File: config.mk
export PLATFORM = sky130hd
export DESIGN_NAME = sram_page_mapper
export DESIGN_NICKNAME = d
export VERILOG_FILES = /design/src/rtl/spm_pkg.sv /design/src/rtl/spm_decode.sv /design/src/rtl/spm_page_reg.sv /design/src/rtl/spm_addr_gen.sv /design/src/rtl/sram_page_mapper.sv
export SDC_FILE = /design/constraint.sdc
export NUM_CORES = 1
export LEC_CHECK = 0
export ABC_CLOCK_PERIOD_IN_PS = 1400
export BUFFER_PORTS_ARGS = -buffer_cell sky130_fd_sc_hd__buf_2
export CORE_UTILIZATION = 38
export DETAILED_ROUTE_END_ITERATION = 8
export PLACE_DENSITY_LB_ADDON = 0.1
export SYNTH_ARGS = -nofsm -noshare
export SYNTH_HDL_FRONTEND = slang
export SYNTH_HIERARCHICAL = 1
export SYNTH_SLANG_ARGS = --single-unit
File: constraint.sdc
create_clock -name clk -period 1.4 [get_ports clk]
set_input_delay 0.14 -clock clk [delete_from_list [all_inputs] [get_ports clk]]
set_output_delay 0.14 -clock clk [all_outputs]
set_load 0.005 [all_outputs]
File: src/rtl/spm_pkg.sv
package spm_pkg;
  localparam int CARD_AW     = 13;   // 8 KB card space
  localparam int WIN_LIMIT   = 256;  // register window span
  localparam int NUM_REGIONS = 4;

  typedef enum logic [1:0] {
    RGN_RTC_RAM = 2'd0,
    RGN_RTC_REG = 2'd1,
    RGN_IDE_A   = 2'd2,
    RGN_IDE_B   = 2'd3
  } region_e;
endpackage

File: src/rtl/spm_decode.sv
module spm_decode
  import spm_pkg::*;
(
  input  logic [CARD_AW-1:0]     addr_i,
  input  logic                   acc_i,
  input  logic                   sram_en_i,
  input  logic                   dip_i,
  output logic                   in_win_o,
  output logic [NUM_REGIONS-1:0] sel_o,
  output logic [5:0]             rtc_idx_o,
  output logic                   rtc_data_sel_o
);
  localparam int HI_W = CARD_AW - 8;

  region_e region;

  always_comb begin
    in_win_o = (addr_i[CARD_AW-1:8] == HI_W'(0)) && (sram_en_i == dip_i);
    region   = region_e'(addr_i[6:5]);
  end

  for (genvar g = 0; g < NUM_REGIONS; g++) begin : g_sel
    assign sel_o[g] = acc_i && in_win_o && (region == region_e'(g));
  end

  // bit 7 chooses the clock page register (index 0x20 | low five bits)
  assign rtc_idx_o      = {addr_i[7], addr_i[4:0]};
  assign rtc_data_sel_o = addr_i[4];
endmodule

File: src/rtl/spm_page_reg.sv
module spm_page_reg #(
  parameter int PAGE_MASK = 63,
  localparam int PAGE_W   = $clog2(PAGE_MASK + 1)
) (
  input  logic              clk,
  input  logic              rst_n,
  input  logic              load_i,
  input  logic [PAGE_W-1:0] bits_i,
  output logic [PAGE_W-1:0] page_o
);
  localparam logic [PAGE_W-1:0] MASK_V = PAGE_W'(PAGE_MASK);

  always_ff @(posedge clk or negedge rst_n) begin
    if (!rst_n)      page_o <= '0;
    else if (load_i) page_o <= bits_i & MASK_V;
  end
endmodule

File: src/rtl/spm_addr_gen.sv
module spm_addr_gen
  import spm_pkg::*;
#(
  parameter int PAGE_W = 6,
  localparam int AW    = CARD_AW + PAGE_W
) (
  input  logic [CARD_AW-1:0] addr_i,
  input  logic [PAGE_W-1:0]  page_i,
  input  logic               rd_i,
  input  logic               wr_i,
  input  logic               in_win_i,
  input  logic               force_i,
  input  logic               wp_i,
  output logic [AW-1:0]      sram_addr_o,
  output logic               sram_re_o,
  output logic               sram_we_o
);
  logic paged;

  always_comb begin
    paged       = force_i || addr_i[CARD_AW-1];
    sram_addr_o = paged ? {page_i, addr_i} : {PAGE_W'(0), addr_i};
    sram_re_o   = rd_i && !in_win_i;
    sram_we_o   = wr_i && !in_win_i && !wp_i;
  end
endmodule

File: src/rtl/sram_page_mapper.sv
module sram_page_mapper
  import spm_pkg::*;
#(
  parameter int PAGE_MASK = 63,
  localparam int PAGE_W   = $clog2(PAGE_MASK + 1),
  localparam int AW       = CARD_AW + PAGE_W
) (
  input  logic               clk,
  input  logic               rst_n,
  input  logic [CARD_AW-1:0] host_addr,
  input  logic               host_rd,
  input  logic               host_wr,
  input  logic               ctl_sram_en,
  input  logic               dip_sram_en,
  input  logic               ctl_page_sw,
  input  logic               ctl_force_page,
  input  logic               ctl_wp,
  output logic [AW-1:0]      sram_addr,
  output logic               sram_re,
  output logic               sram_we,
  output logic               sel_rtc_ram,
  output logic               sel_rtc_reg,
  output logic               sel_ide1,
  output logic               sel_ide2,
  output logic [5:0]         rtc_idx,
  output logic               rtc_data_sel
);
  logic                   in_win;
  logic [NUM_REGIONS-1:0] sel;
  logic [PAGE_W-1:0]      page_q;

  spm_decode u_dec (
    .addr_i         (host_addr),
    .acc_i          (host_rd || host_wr),
    .sram_en_i      (ctl_sram_en),
    .dip_i          (dip_sram_en),
    .in_win_o       (in_win),
    .sel_o          (sel),
    .rtc_idx_o      (rtc_idx),
    .rtc_data_sel_o (rtc_data_sel)
  );

  spm_page_reg #(.PAGE_MASK(PAGE_MASK)) u_page (
    .clk    (clk),
    .rst_n  (rst_n),
    .load_i (host_wr && ctl_page_sw),
    .bits_i (host_addr[PAGE_W:1]),
    .page_o (page_q)
  );

  spm_addr_gen #(.PAGE_W(PAGE_W)) u_agen (
    .addr_i      (host_addr),
    .page_i      (page_q),
    .rd_i        (host_rd),
    .wr_i        (host_wr),
    .in_win_i    (in_win),
    .force_i     (ctl_force_page),
    .wp_i        (ctl_wp),
    .sram_addr_o (sram_addr),
    .sram_re_o   (sram_re),
    .sram_we_o   (sram_we)
  );

  assign sel_rtc_ram = sel[RGN_RTC_RAM];
  assign sel_rtc_reg = sel[RGN_RTC_REG];
  assign sel_ide1    = sel[RGN_IDE_A];
  assign sel_ide2    = sel[RGN_IDE_B];
endmodule

==> flow_metrics.tcl <==
set metrics [dict create \
    diodes 0 \
    synth-seq-cells 6 \
    placedCellCount 94 \
    hold_viol_final 0 \
    ys.warnings.count 6 \
    relSlewSlack_pct 86.0 \
    first_iter_violations 3 \
    finish.utilization_pct 51.2 \
    io_buffer_count 47 \
    min_period_ns 1.16 \
    rows 13 \
    die_height_um 40.6 \
    drc 0 \
    power_uw 559 \
    worst_pin_slew_ns 0.210 \
    worstPathMaxFanout 8 \
    worst_setup_path_end_kind "output port" \
    cellPowerDensity_mw_per_mm2 810 \
    routed_wl_mm 1.12 \
    r2r_start "u_page/page_o[4]$_DFFE_PN0P_" \
    setup_viol 0 \
    root_buffer "clkbuf_4" \
    worst_r2r_path_depth 1 \
    cts_resized 0 \
    clock.fmax_ghz 0.865 \
    drt-pass1-iter-count 2 \
    syn-cell-area_um2 566 \
    ys_seq_area_share_pct 26.5 \
    setup_tns_ns 0 \
    grt_setup_unrepaired "no" \
    hpwl_um 916 \
    critPathLaunchType "input port" \
    postSynthAreaPerCell_um2 10.7 \
    pre_cts_ws_ns 0.233 \
    ioPinCount 54 \
    cts_buffer_depth 2 \
    drtAntennaViolNets 0 \
    cts_setup_buffers 0 \
    grtUsageTotal_pct 14.6 \
    postPlaceCellArea_um2 658 \
    cp-startpoint "host_addr[12]" \
    finalCritPeriodShare_pct 82.5 \
    grt_max_degree 9 \
    status "finished, final reports clean" \
    die_x_um 40.6 \
    worst-setup-path-type "input port to output port" \
    hold_path_end "u_page/page_o[0]$_DFFE_PN0P_" \
    clock-sinks 6 \
    holdWs_ns 0.151 \
    hold_class "input port to register" \
    hold_path_depth 2 \
    ir_drop_mv 0.506 \
    hp-start "host_addr[1]" \
    antenna_found_initial 0 \
    numCtsBuffers 3 \
    finalInstanceArea_um2 691 \
    slowest_stage "nor3_4" \
    required_ns 1.26 \
    path_clk_slew_ns 0.04 \
    overflow 0 \
    yosysUniqueCellTypes 17 \
    top_register "u_page/page_o" \
    tritoncts "built" \
    largestRegisters "u_page/page_o (6)" \
    grt_pass1_wl_mm 1.56 \
    drive_gt1_share_pct 74.7 \
    clk_latency_ns 0.24 \
    synthCells 53 \
    h-tree-depth 1 \
    path_cells "buf_2 > nor3_4 > nand4b_2 > nor3b_2 > buf_2" \
    dr_total_vias 448 \
    largest_register_ffs 6 \
    globalplace.congestion 0.675 \
    start_util_pct 41.9 \
    viasPerCell 4.57 \
    clock_skew_ns 0 \
    final_common_cell "buf_2" \
    core_area_mm2 0.00135 \
    layout.nets 107 \
    cp.arrival_ns 1.02 \
    dieArea_mm2 0.00165 \
    crit_top_cell "buf_2" \
    layout_setup_ws_ns 0.244 \
    drv_cap 0 \
    synth_fp_nets 75 \
    area_delta_synth_final_pct 22.1 \
    drv_slew 0 \
    r2r_setup_slack_ns 0.63 \
    r2r_end "u_page/page_o[4]$_DFFE_PN0P_" \
    layout_common_cells "buf_2, o21a_1, mux2_4, dfrtp_1, clkbuf_4" \
    avgRoutedWirePerCell_um 11.4 \
    p_leak_nw 0.386 \
    grt_pass1_vias 401 \
    stdcell_count 98 \
    slowest_delay_ns 0.21 \
]
==> worst max-delay path by stage <==
stage                to  slack (ns)  cells after the start
6_report       sel_ide1        0.24                      5
5_1_grt        sel_ide1        0.17                      5
4_1_cts        sel_ide1        0.23                      5
3_5_place_dp   sel_ide1        0.23                      5
3_3_place_gp   sel_ide1        0.26                      5
2_1_floorplan  sel_ide1        0.52                      3
==> layer usage <==
| metal | up-vias | global-route usage [%] | part of all wire, % |
|---|---|---|---|
| met4 | 0 | 2.50 | 0 |
| met1 | 201 | 16.1 | 41 |
| met3 | 0 | 5.00 | 9.2 |
| met5 | - | 0 | 0 |
| li1 | 219 | - | - |
| met2 | 28 | 27.0 | 50 |
==> power by group <==
part / switching [mW] / internal, mW
sequential: 0.0140 / 0.200
clock: 0.0637 / 0.0970
combinational: 0.0717 / 0.113
total: 0.149 / 0.410
==> layout make-up <==
class / count / area [µm²]
Fill cell: 138 / 659
Multi-Input combinational cell: 26 / 254
Timing Repair Buffer: 48 / 245
Sequential cell: 6 / 150
Clock buffer: 3 / 22.5
Tap cell: 15 / 18.8
==> cell families (layout without fill, tap and decap cells) <==
logic type	after synthesis	in the layout	synth area share, %
xor gates and xnor gates	1	1	1.55
and+or+nand+nor	13	13	19.5
muxes	6	6	15.9
buffers and inverters	21	51	28.5
AOI/OAI and AO/OA	6	6	7.96
DFF	6	6	26.5
==> critical path, delay by kind of cell <==
kind | cells | cell delay, ns
buf+inv | 2 | 0.27
simple gates | 3 | 0.60
==> synthesized netlist by cell type <==
master | number | area (µm²)
o21a_1 | 6 | 45.0
nor3b_1 | 1 | 7.51
buf_4 | 20 | 150
dfrtp_1 | 6 | 150
nor2b_1 | 1 | 6.26
nor3b_2 | 2 | 25.0
nand2_1 | 1 | 3.75
buf_6 | 1 | 11.3
xor2_1 | 1 | 8.76
nor2_1 | 2 | 7.51
and3b_2 | 1 | 10.0
nor3_4 | 1 | 16.3
nand4b_2 | 1 | 15.0
mux2_4 | 6 | 90.1
or2_1 | 1 | 6.26
and2_2 | 1 | 7.51
nor3_1 | 1 | 5.00
==> what timing repair did <==
action | in CTS | in global routing
hold buffers | 1 | 0
endpoints found under the setup margin | 0 | 0
hold endpoints to repair | 6 | 0
Note: power is estimated with default switching activity, not from simulation.
